$ cat config.mk
export PLATFORM = sky130hd
export DESIGN_NAME = trap_ctrl
export DESIGN_NICKNAME = d
export VERILOG_FILES = /design/src/rtl/trap_pkg.sv /design/src/rtl/trap_arbiter.sv /design/src/rtl/trap_timer.sv /design/src/rtl/trap_state.sv /design/src/rtl/trap_ctrl.sv
export SDC_FILE = /design/constraint.sdc
export NUM_CORES = 1
export LEC_CHECK = 0
export BUFFER_PORTS_ARGS = -buffer_cell sky130_fd_sc_hd__buf_2
export CORE_ASPECT_RATIO = 2
export CORE_MARGIN = 5
export CORE_UTILIZATION = 50
export CTS_CLUSTER_SIZE = 20
export DETAILED_ROUTE_END_ITERATION = 8
export GPL_TIMING_DRIVEN = 0
export PLACE_DENSITY = 0.78
export SETUP_SLACK_MARGIN = 0.2
export SLEW_MARGIN = 5
export SYNTH_ARGS = -nofsm -noshare
export SYNTH_HDL_FRONTEND = slang
export SYNTH_SLANG_ARGS = --single-unit
$ cat constraint.sdc
create_clock -name clk_i -period 7.09 [get_ports clk_i]
set_input_delay 0.709 -clock clk_i [delete_from_list [all_inputs] [get_ports clk_i]]
set_output_delay 0.709 -clock clk_i [all_outputs]
set_load 0.01 [all_outputs]
$ cat src/rtl/trap_pkg.sv
package trap_pkg;
  typedef enum logic [3:0] {
    CAUSE_DEV_IRQ    = 4'd0,
    CAUSE_CLOCK_TICK = 4'd1,
    CAUSE_PAGE_FAULT = 4'd2,
    CAUSE_DIV_ZERO   = 4'd3,
    CAUSE_SYSCALL    = 4'd4,
    CAUSE_PRIV       = 4'd5
  } cause_e;

  // request slots, index 0 = highest priority
  localparam int NUM_SRC = 6;
  localparam int SRC_PGF  = 0;
  localparam int SRC_DIV  = 1;
  localparam int SRC_PRIV = 2;
  localparam int SRC_SYS  = 3;
  localparam int SRC_TICK = 4;
  localparam int SRC_DEV  = 5;

  function automatic cause_e src_cause(int idx);
    case (idx)
      SRC_PGF:  return CAUSE_PAGE_FAULT;
      SRC_DIV:  return CAUSE_DIV_ZERO;
      SRC_PRIV: return CAUSE_PRIV;
      SRC_SYS:  return CAUSE_SYSCALL;
      SRC_TICK: return CAUSE_CLOCK_TICK;
      default:  return CAUSE_DEV_IRQ;
    endcase
  endfunction
endpackage

$ cat src/rtl/trap_arbiter.sv
module trap_arbiter
  import trap_pkg::*;
#(
  parameter int N = NUM_SRC
) (
  input  logic         clk_i,
  input  logic         rst_ni,
  input  logic [N-1:0] req_i,
  input  logic         en_i,
  output logic         take_o,
  output logic [N-1:0] grant_o,
  output cause_e       cause_o
);
  logic [N-1:0] first;

  always_comb begin
    first = '0;
    for (int i = N - 1; i >= 0; i--) begin
      if (req_i[i]) first = '0;
      if (req_i[i]) first[i] = 1'b1;
    end
  end

  assign grant_o = en_i ? first : '0;
  assign take_o  = |grant_o;

  always_comb begin
    cause_o = CAUSE_DEV_IRQ;
    for (int i = 0; i < N; i++)
      if (grant_o[i]) cause_o = src_cause(i);
  end

  p_grant_onehot_r4: assert property (@(posedge clk_i) disable iff (!rst_ni)
    $onehot0(grant_o));
  p_top_priority_r4: assert property (@(posedge clk_i) disable iff (!rst_ni)
    (en_i && req_i[0]) |-> grant_o[0]);
  p_no_grant_when_off_r6: assert property (@(posedge clk_i) disable iff (!rst_ni)
    !en_i |-> !take_o);
endmodule

$ cat src/rtl/trap_timer.sv
module trap_timer #(
  parameter int W = 32
) (
  input  logic         clk_i,
  input  logic         rst_ni,
  input  logic         period_we_i,
  input  logic [W-1:0] period_i,
  input  logic         accept_i,
  output logic         pend_o
);
  logic [W-1:0] period_q, cnt_q;
  logic         pend_q, tick;

  assign tick = (period_q != '0) && (cnt_q == period_q - 1'b1);

  always_ff @(posedge clk_i or negedge rst_ni) begin
    if (!rst_ni) begin
      period_q <= '0;
      cnt_q    <= '0;
      pend_q   <= 1'b0;
    end else begin
      if (period_we_i) begin
        period_q <= period_i;
        cnt_q    <= '0;
      end else if (tick || period_q == '0) begin
        cnt_q <= '0;
      end else begin
        cnt_q <= cnt_q + 1'b1;
      end
      if (tick)          pend_q <= 1'b1;
      else if (accept_i) pend_q <= 1'b0;
    end
  end

  assign pend_o = pend_q;

  p_pend_held_r9: assert property (@(posedge clk_i) disable iff (!rst_ni)
    (pend_q && !accept_i) |=> pend_q);
  p_cnt_bound_r9: assert property (@(posedge clk_i) disable iff (!rst_ni)
    (period_q != '0) |-> (cnt_q < period_q));
endmodule

$ cat src/rtl/trap_state.sv
module trap_state
  import trap_pkg::*;
#(
  parameter int XLEN = 32
) (
  input  logic            clk_i,
  input  logic            rst_ni,
  input  logic            take_i,
  input  cause_e          cause_i,
  input  logic            pgf_i,
  input  logic [XLEN-1:0] pc_i,
  input  logic [XLEN-1:0] sp_i,
  input  logic [XLEN-1:0] badaddr_i,
  input  logic            eret_i,
  input  logic            ack_i,
  input  logic            ksp_we_i,
  input  logic [XLEN-1:0] ksp_i,
  output logic            mode_o,
  output logic            busy_o,
  output logic            boot_o,
  output logic [XLEN-1:0] epc_o,
  output cause_e          cause_o,
  output logic [XLEN-1:0] bad_vaddr_o,
  output logic [XLEN-1:0] saved_sp_o,
  output logic            saved_mode_o,
  output logic [XLEN-1:0] ksp_o
);
  logic            mode_q, busy_q, boot_q, smode_q;
  logic [XLEN-1:0] epc_q, bad_q, ssp_q, ksp_q;
  cause_e          cause_q;

  always_ff @(posedge clk_i or negedge rst_ni) begin
    if (!rst_ni) begin
      mode_q  <= 1'b1;
      busy_q  <= 1'b1;
      boot_q  <= 1'b1;
      smode_q <= 1'b0;
      epc_q   <= '0;
      bad_q   <= '0;
      ssp_q   <= '0;
      ksp_q   <= '0;
      cause_q <= CAUSE_DEV_IRQ;
    end else begin
      boot_q <= 1'b0;
      if (take_i) begin
        mode_q  <= 1'b1;
        busy_q  <= 1'b1;
        epc_q   <= pc_i;
        ssp_q   <= sp_i;
        smode_q <= mode_q;
        cause_q <= cause_i;
        if (pgf_i) bad_q <= badaddr_i;
      end else if (eret_i) begin
        mode_q <= smode_q;
        busy_q <= 1'b0;
      end else if (ack_i) begin
        busy_q <= 1'b0;
      end
      if (ksp_we_i) ksp_q <= ksp_i;
    end
  end

  assign mode_o       = mode_q;
  assign busy_o       = busy_q;
  assign boot_o       = boot_q;
  assign epc_o        = epc_q;
  assign cause_o      = cause_q;
  assign bad_vaddr_o  = bad_q;
  assign saved_sp_o   = ssp_q;
  assign saved_mode_o = smode_q;
  assign ksp_o        = ksp_q;

  p_trap_enters_kernel_r2: assert property (@(posedge clk_i) disable iff (!rst_ni)
    take_i |=> (mode_q && busy_q));
  p_saved_hold_r6: assert property (@(posedge clk_i) disable iff (!rst_ni)
    (busy_q && $past(busy_q)) |-> ($stable(epc_q) && $stable(cause_q) && $stable(ssp_q)));
  p_eret_mode_r7: assert property (@(posedge clk_i) disable iff (!rst_ni)
    (eret_i && !take_i) |=> (mode_q == $past(smode_q) && !busy_q));
endmodule

$ cat src/rtl/trap_ctrl.sv
module trap_ctrl
  import trap_pkg::*;
#(
  parameter int              XLEN      = 32,
  parameter int              TIMER_W   = XLEN,
  parameter logic [XLEN-1:0] VECTOR    = 32'h8000_0180,
  parameter logic [XLEN-1:0] BOOT_ADDR = 32'hBFC0_0000
) (
  input  logic            clk_i,
  input  logic            rst_ni,
  input  logic            valid_i,
  input  logic [XLEN-1:0] pc_i,
  input  logic [XLEN-1:0] sp_i,
  input  logic            pgfault_i,
  input  logic [XLEN-1:0] badaddr_i,
  input  logic            div0_i,
  input  logic            syscall_i,
  input  logic            priv_instr_i,
  input  logic            eret_i,
  input  logic            irq_i,
  input  logic            ack_i,
  input  logic            cfg_we_i,
  input  logic            cfg_sel_i,
  input  logic [XLEN-1:0] cfg_data_i,
  output logic            mode_o,
  output logic            busy_o,
  output logic            redirect_o,
  output logic [XLEN-1:0] redirect_pc_o,
  output logic            flush_o,
  output logic            sp_load_o,
  output logic [XLEN-1:0] sp_o,
  output logic [XLEN-1:0] epc_o,
  output logic [3:0]      cause_o,
  output logic            saved_mode_o,
  output logic [XLEN-1:0] saved_sp_o,
  output logic [XLEN-1:0] bad_vaddr_o
);
  logic [NUM_SRC-1:0] req, grant;
  logic               take, eret_do, ack_do, kern, boot, tick_pend;
  logic [XLEN-1:0]    ksp, epc, ssp;
  cause_e             take_cause, saved_cause;

  assign kern = mode_o;

  always_comb begin
    req           = '0;
    req[SRC_PGF]  = pgfault_i;
    req[SRC_DIV]  = div0_i;
    req[SRC_PRIV] = (priv_instr_i || eret_i) && !kern;
    req[SRC_SYS]  = syscall_i;
    req[SRC_TICK] = tick_pend;
    req[SRC_DEV]  = irq_i;
    if (!valid_i) req = '0;
  end

  trap_arbiter #(.N(NUM_SRC)) u_arb (
    .clk_i, .rst_ni,
    .req_i  (req),
    .en_i   (!busy_o),
    .take_o (take),
    .grant_o(grant),
    .cause_o(take_cause)
  );

  trap_timer #(.W(TIMER_W)) u_timer (
    .clk_i, .rst_ni,
    .period_we_i(cfg_we_i && cfg_sel_i && kern),
    .period_i   (cfg_data_i[TIMER_W-1:0]),
    .accept_i   (grant[SRC_TICK]),
    .pend_o     (tick_pend)
  );

  assign eret_do = valid_i && eret_i && kern && !take && !boot;
  assign ack_do  = ack_i && kern;

  trap_state #(.XLEN(XLEN)) u_state (
    .clk_i, .rst_ni,
    .take_i      (take),
    .cause_i     (take_cause),
    .pgf_i       (grant[SRC_PGF]),
    .pc_i        (pc_i),
    .sp_i        (sp_i),
    .badaddr_i   (badaddr_i),
    .eret_i      (eret_do),
    .ack_i       (ack_do),
    .ksp_we_i    (cfg_we_i && !cfg_sel_i && kern),
    .ksp_i       (cfg_data_i),
    .mode_o      (mode_o),
    .busy_o      (busy_o),
    .boot_o      (boot),
    .epc_o       (epc),
    .cause_o     (saved_cause),
    .bad_vaddr_o (bad_vaddr_o),
    .saved_sp_o  (ssp),
    .saved_mode_o(saved_mode_o),
    .ksp_o       (ksp)
  );

  assign epc_o      = epc;
  assign saved_sp_o = ssp;
  assign cause_o    = saved_cause;

  assign flush_o       = take || eret_do;
  assign sp_load_o     = take || eret_do;
  assign redirect_o    = take || eret_do || boot;
  assign redirect_pc_o = take ? VECTOR : (eret_do ? epc : BOOT_ADDR);
  assign sp_o          = take ? ksp : ssp;

  p_hold_off_r6: assert property (@(posedge clk_i) disable iff (!rst_ni)
    busy_o |-> !flush_o || (eret_i && kern));
  p_vector_r2: assert property (@(posedge clk_i) disable iff (!rst_ni)
    (flush_o && !(valid_i && eret_i && kern)) |-> (redirect_pc_o == VECTOR));
  p_priv_trap_r8: assert property (@(posedge clk_i) disable iff (!rst_ni)
    (valid_i && priv_instr_i && !kern && !busy_o) |-> flush_o);
  p_trap_saves_pc_r3: assert property (@(posedge clk_i) disable iff (!rst_ni)
    (flush_o && !busy_o && !(valid_i && eret_i && kern)) |=> (epc_o == $past(pc_i)));
endmodule

==> results of run 1 <==
-- synth_stat cells (all sizes together) (4+ instances only) --
master and number:
a21oi 6, and2 23, and4 4, buf 15, clkbuf 35, dfrtp 197, inv 9, mux2 96
nand2 288, nand3 25, nand4 13, nor2 48, nor2b 4, nor3 35, nor3b 9, nor4 17
o21ai 12, or3 4, or4 5, xnor2 44, xor2 33
-- path summary, 6_finish.rpt --
path | startpoint | to | slack (ns)
worst max-delay path | u_state.mode_o | redirect_pc_o[7] | 2.93
worst min-delay path | rst_ni | u_state.saved_sp_o[8] | 0.30
worst max register to register | u_timer.period_q[3] | u_timer.pend_o | 3.62
worst min register to register | u_state.epc_o[13] | u_state.epc_o[13] | 0.48
max in group asynchronous | rst_ni | u_state.bad_vaddr_o[7] | 5.83
min in group clk_i | pc_i[29] | u_state.epc_o[29] | 0.45
-- cells by family (layout without fill, tap and decap cells) --
family / after synthesis / in the layout / share of synthesized area (%)
buf+inv: 59 / 399 / 2.891
flops: 200 / 200 / 51.66
simple gates: 489 / 489 / 24.03
other cells: 1 / 8 / 0.03868
fa+ha+maj: 3 / 3 / 0.3872
xor+xnor: 77 / 77 / 6.956
compound gates: 37 / 37 / 2.581
mux: 99 / 99 / 11.46
-- metrics by stage --
step / std cells / util [%] / total power, mW / hold slack, ns / worst slack, ns
final: 1571 / 63.48 / 4.664 / 0.3003 / 2.933
after global routing: 1571 / 63.48 / 4.944 / 0.3553 / 2.677
after CTS: 1565 / 63.40 / 4.695 / 0.3172 / 2.904
after detailed placement: 1533 / 60.44 / 3.741 / 0.4657 / 2.917
after global placement: 1532 / 60.24 / 3.678 / 0.4599 / 2.011
after floorplan: 966 / - / 2.880 / 0.4134 / 3.786
-- registers in the layout, summed over array words and instances (netlist names) --
name	count
u_state.mode_o	1
u_state.saved_sp_o	32
u_state.saved_mode_o	1
u_state.ksp_o	32
u_state.epc_o	32
u_state.cause_o	3
u_timer.pend_o	1
u_state.busy_o	1
u_state.bad_vaddr_o	32
u_timer.period_q	32
u_timer.cnt_q	32
u_state.boot_o	1
-- power by group through the flow --
stage	registers [mW]	logic (mW)	clock network [mW]
2_1_floorplan	1.97	0.913	0
3_3_place_gp	1.87	1.80	0
3_5_place_dp	1.90	1.84	0
4_1_cts	1.88	1.85	0.965
5_1_grt	1.93	2.01	1.01
6_report	1.88	1.83	0.952
-- layout make-up --
type | instances | area share, %
Buffer | 50 | 2.024
Inverter | 9 | 0.2774
Multi-Input combinational cell | 707 | 36.21
Clock buffer | 17 | 3.493
Timing Repair Buffer | 308 | 12.92
Tap cell | 259 | 2.661
Clock inverter | 15 | 1.171
Sequential cell | 200 | 41.12
Antenna cell | 6 | 0.1233
-- layer usage --
layer	vias to the layer above	GRT usage, %	share of wire, %
met1	3925	26.00	33
met2	317	48.61	55
met5	-	0	0
met3	96	6.318	6.3
met4	0	17.34	5.8
li1	3886	-	-
-- worst max-delay path, cell delays in order (launching register included) --
cell      delay (ns)
dfstp_2         0.59
inv_1           0.09
o211a_1         0.16
a21oi_1         0.13
a2111o_1        0.14
nor2b_1         0.21
and2_1          0.15
clkbuf_1        0.27
clkbuf_1        0.40
clkbuf_1        0.50
o21ai_0         0.17
buf_2           0.18
==> summary by stage, run 1 <==
Synth
The number of unique standard cell types used by synthesis is 58. Ranked by total cell area, the synthesized netlist is headed by dfrtp_1 51%, nand2_1 11%, mux2_2 11%. The count of yosys warnings during synthesis is 0. The number of synthesized flops with an enable pin is 0. Dividing the synthesized area by the synthesized cell count gives roughly 10 um2. The dominant register cell in the synthesized netlist is dfrtp_1. The top-area cell type share of the netlist area is approximately 50%. Summing every instance area after synthesis gives approximately 9700 um2.

Summing the sequential cell areas from Yosys gives around half of the chip area. The largest total area in the synthesized netlist belongs to dfrtp_1. Counting flops with an async set or reset pin after synthesis yields a share of 100.0%. In the synthesized netlist, the number of instances is between 900 and 1000. The number of storage elements in the synthesis netlist is 200.

Routing
The number of violations reported at the end of detailed-routing iteration 0 is 542. The remaining antenna violation count after routing is 0. The routed wire length is between 20000 and 30000 um. The final route contains about 8200 vias. Dividing the detail-routed wire length by the instance count gives 18.96 um. The iteration count of the initial detailed-routing pass is 5. The number of design rule violations left after detail routing is 0.

The number of vias per cell after detailed routing is around 5.2.

Outcome
The run finished with clean final reports.

Placed design
The number of port buffers is about 310. The routability-driven placement congestion ratio is 0.9358. Summing all placed instances gives a cell area of around 12000 um2. The detailed placement HPWL is ~24000 um.

CTS
The TritonCTS sink count is 200. The post-CTS setup repair buffer count is 0. The clock network latency to the later pin of the worst-skew pair is between 0.4 and 0.5 ns.

In this run, CTS created clock tree buffers numbering 17. The post-cts repair resize count is 0. The TritonCTS clock tree is yes. The number of hold buffers added after CTS was 0. The clock passes through at most 2 buffers. The root cell of the clock tree is clkbuf_16. Clock-pin slew was measured on the worst setup and hold paths at 0.07 ns. The H-tree generated during clock tree synthesis spans 4 levels.

Power and ir drop
The power density over cell area is roughly 380 nW/um2. The cell-internal power is about 2.8 mW. In this run, the combinational gates consume about two fifths of the power.

In this run switching power makes up 39.51% of total power. The analysis attributes to net switching a power of approximately 1.8 mW. The fraction of power consumed by the clock network is 20.4%. Per report_power, the sequential group accounts for 40.3% of the total. The maximum resistive drop on vdd is approximately 0.16 mV.

Summed over all cells, the static leakage comes to about 6.0 nW.

Critical path
Counting cells, the worst reg-to-reg path comes to 8. The signal arrival time at the worst endpoint is ~3.5 ns. The endpoint class of the critical path is an output pin. The setup path with the least slack is of type reg -> out. Of all nets on the critical path, the largest fanout is 10. The data required time of the worst path is ~6.4 ns.

The sort of element at the start of the critical path is a register.

Timing
The hold violation total from the final report came to 0. The worst slew margin relative to its limit is 50.08%. The transition time at the pin with the least slew margin is about 0.75 ns.

The timing-limited maximum frequency is 0.2405 GHz. The final clock skew is 0.01061 ns. In the finished design, the share of the clock period the worst path needs comes to between 50% and 60%. Setup repair after global routing left no endpoint under its margin.

Subtracting the final worst setup slack from the clock period gives about 4.2 ns. Setup violations remaining at the end of the flow were counted as 0. The post-route setup TNS is 0 ns. The max-slew violation total from the final report is 0.

Global routing
For this run, the total global-route usage over all layers was measured as 26.56%. The residual overflow from global routing is 0. Entering global routing, the biggest net connects around 100 pins. The global-route wire length before repair is 44850 um. The via count of the first global-routing pass came to about 8300. The initial antenna violation count is 6.

Floorplan
The die footprint is between 20000 and 25000 um2. The number of core rows is slightly above 70. The floorplan step defined a core boundary enclosing roughly 19000 um2.

The overall die height is a little over 200 um. Pin placement for this block handled between 300 and 400 I/O pins. The initial core utilization is just over 50%.

The chip width is approximately 110 um.

Final layout
In the layout the commonest cells are 308 x buf_2, 288 x nand2_1, 197 x dfrtp_1. The synthesis-to-finish area growth is 25.63%. With fillers left out, the area of the finished cells amounts to 12180 um2.

The ratio of cells with drive above 1 in the final layout is 36.14%. Fill cells in the final layout number around 1600. The area occupied by multi-input gates is 4410 um2.

The final layout net count is about 1400. The library cell used most frequently in the layout, excluding fill and tap cells, is buf_2. The combined flip-flop and latch cell area is ~5000 um2.

Worst hold path
The class of the most critical hold timing path is in -> async.

Job
The tool flagged a number of max-cap violations equal to 0.
Note: power is estimated with default switching activity, not from simulation.
==> inputs of run 2 (changes only) <==
- CORE_UTILIZATION: 50 -> 46
- PLACE_DENSITY: 0.78 -> 0.75
- clock period: 7.09 -> 3.7 ns (I/O delays scaled with it)
==> summary by stage, run 2 (synthesis results as in run 1) <==
Final layout
The number of fill cells is between 1500 and 2000. The post-route netlist has about 37% of its cells at a drive strength greater than 1. The synthesis-to-finish area growth is 26.16%. In the layout the commonest cells are 310 x buf_2, 287 x nand2_1, 197 x dfrtp_1. The area occupied by multi-input gates is between 4000 and 5000 um2. The combined flip-flop and latch cell area is between 5000 and 6000 um2. The finished cells cover roughly 12000 um2. The most common cell after layout, fill and taps aside is buf_2. The final layout net count is between 1000 and 1500.

Routing
The overall via count from detail_route is between 8000 and 9000. In the final routed layout, each cell accounts on average for 19.01 um. The routed wire length is ~30000 um.

After detailed routing, the number of remaining DRC violations is 0. The number of violations reported at the end of detailed-routing iteration 0 is between 400 and 500. The pre-antenna-repair detailed-routing pass consisted of 5 iterations.

The number of vias per cell after detailed routing is around 5.2. The remaining antenna violation count after routing is 0.

Global routing
The via count of the first global-routing pass was between 8000 and 9000. The global-route wire length before repair is 46800 um. The initial antenna violation count is 4. The global routing usage summed across all routing layers is around a quarter. The maximum number of pins on one net before global-route repair is 106. The residual overflow from global routing is 0.

Floorplan
The floorplan step set the die width to 112.7 um. The area of the core is about 21000 um2. Once the floorplan was initialized, standard cells occupied between 40% and 50% of the core. After floorplanning, the core was divided into 75 placement rows. In this run the count of I/O pins placed on the die edge is 310. The floorplan step defined a die boundary enclosing between 20000 and 25000 um2.

The die is between 200 and 250 um tall.

Critical path
The terminus of the critical flop-to-flop path is u_timer.cnt_q[22]. The largest fanout on the critical path is 10. In this run the worst setup path terminates at u_timer.cnt_q[22]. The register-to-register setup slack is 0.30 ns. The critical path is of the reg -> reg type.

In this run the critical register-to-register path is launched from u_timer.period_q[3]. The most critical setup path has its startpoint at u_timer.period_q[3]. Counting cells, the worst reg-to-reg path comes to 10. The endpoint class of the critical path is a register. The worst setup path is launched from a register.

The signal arrival time at the worst endpoint is about 3.7 ns. Data on the critical path is required at its endpoint by around 4.0 ns.

Power and ir drop
In this run the static leakage power is approximately 6.1 nW. In this run the power density over the cells is ~730 nW/um2. VDD sags by at most ~0.36 mV. The design draws just under 9 mW.

CTS
The clock passes through at most 2 buffers. TritonCTS built the clock tree. The number of clock buffers inserted by TritonCTS is 17. The clock-pin slew on the worst setup and hold paths is 0.07 ns.

CTS built an H-tree with a depth of 4. The clock drives 200 sinks. The root cell of the clock tree is clkbuf_16.

Clock latency on the worst-skew pair, taken at its later pin, is around 0.45 ns.

Placed design
Once detailed placement completed, the half-perimeter wirelength came to roughly 24000 um. The total placed instance area is 11610 um2. At the end of routability-driven placement, the weighted congestion stood at between 0.9 and 1. Input and output buffers added on the ports amount to roughly 310.

Timing
The max-slew violation total from the final report came to 0. The final count of negative-setup-slack endpoints is 0. The worst path uses 91.92% of the clock period. The worst slew margin relative to its limit is approximately half. Between clock sinks in the finished design, the worst skew comes to roughly 0.01 ns. The timing-limited maximum frequency is 0.2940 GHz.

The worst path in the final design needs a cycle of around 3.4 ns, including I/O delays and setup. The final hold slack is 0.1174 ns. At the pin with the least slew margin, the transition time is just over 0.7 ns. Setup repair after global routing could not meet its margin everywhere.

The hold violation total from the final report is 0.

Job
The max-capacitance violation count is 0.

Outcome
The flow ran to the end, and the final reports show no timing, DRC or antenna violations.

Worst hold path
The class of the most critical hold timing path is in -> reg.
run 2: cell count changes in the layout (fill, tap and decap cells not counted), moves of 3 or more:
cell        previous run  this run
buf_1                  7         4
clkinvlp_4             5         1
clkbuf_2               1         9
clkinv_4               3         0
clkbuf_1              34        25
inv_6                  5         9
run 2: through the flow:
step	cells	utilization (%)	worst slack [ns]	setup TNS, ns
6_report	1581	58.45	0.2989	0
3_5_place_dp	1543	55.48	0.1863	0
4_1_cts	1576	58.29	0.2005	0
3_3_place_gp	1542	55.30	-1.037	-198.34
5_1_grt	1581	58.45	0.1872	0
2_1_floorplan	966	-	1.073	0
run 2: critical path: stages (launching register included):
cell,delay [ns]
dfrtp_1,0.46
nor4_2,0.56
nand2_1,0.30
o41a_1,0.47
a311oi_1,0.42
nand4_1,0.17
nor4_2,0.26
and4_1,0.26
buf_6,0.14
buf_12,0.14
nor3_2,0.05
run 2: layout make-up:
class / instances / share of cell area, %
clock inverter: 15 / 1.197
multi-input combinational: 707 / 36.08
tap: 269 / 2.752
inverter: 9 / 0.2762
buffer: 50 / 2.179
antenna: 4 / 0.08183
clock buffer: 17 / 3.478
timing repair buffer: 310 / 13.01
sequential: 200 / 40.95
run 2: power breakdown:
part	internal [mW]	total, mW	switching [mW]
combinational	1.49	3.53	2.04
sequential	2.99	3.61	0.615
clock	0.899	1.81	0.907
run 2: worst min-delay path by stage:
stage                                  from                     end  slack, ns  cells past startpoint
final                               sp_i[3]   u_state.saved_sp_o[3]       0.12                      3
after floorplan                      rst_ni  u_state.bad_vaddr_o[0]       0.07                      0
after global routing               sp_i[24]  u_state.saved_sp_o[24]       0.11                      3
after global placement    u_state.epc_o[21]       u_state.epc_o[21]       0.46                      2
after detailed placement             rst_ni     u_timer.period_q[7]       0.46                      1
after CTS                          sp_i[24]  u_state.saved_sp_o[24]       0.09                      3
run 2: per-layer routing:
metal	wire length [um]	share of wire [%]	global-route usage, %	vias to the layer above
met5	0	0	0	-
met4	1598	5.3	13.88	0
met3	1758	5.8	5.207	95
met2	16990	57	47.59	332
met1	9707	32	23.82	3969
li1	-	-	-	3883
run 2: timing repair:
action                                 in CTS  in global routing
setup buffers                               0                  1
setup endpoints to repair                  32                 64
hold buffers                                1                  0
pin swaps                                   0                  1
resized for setup                           5                 18
endpoints found under the hold margin      92                  0
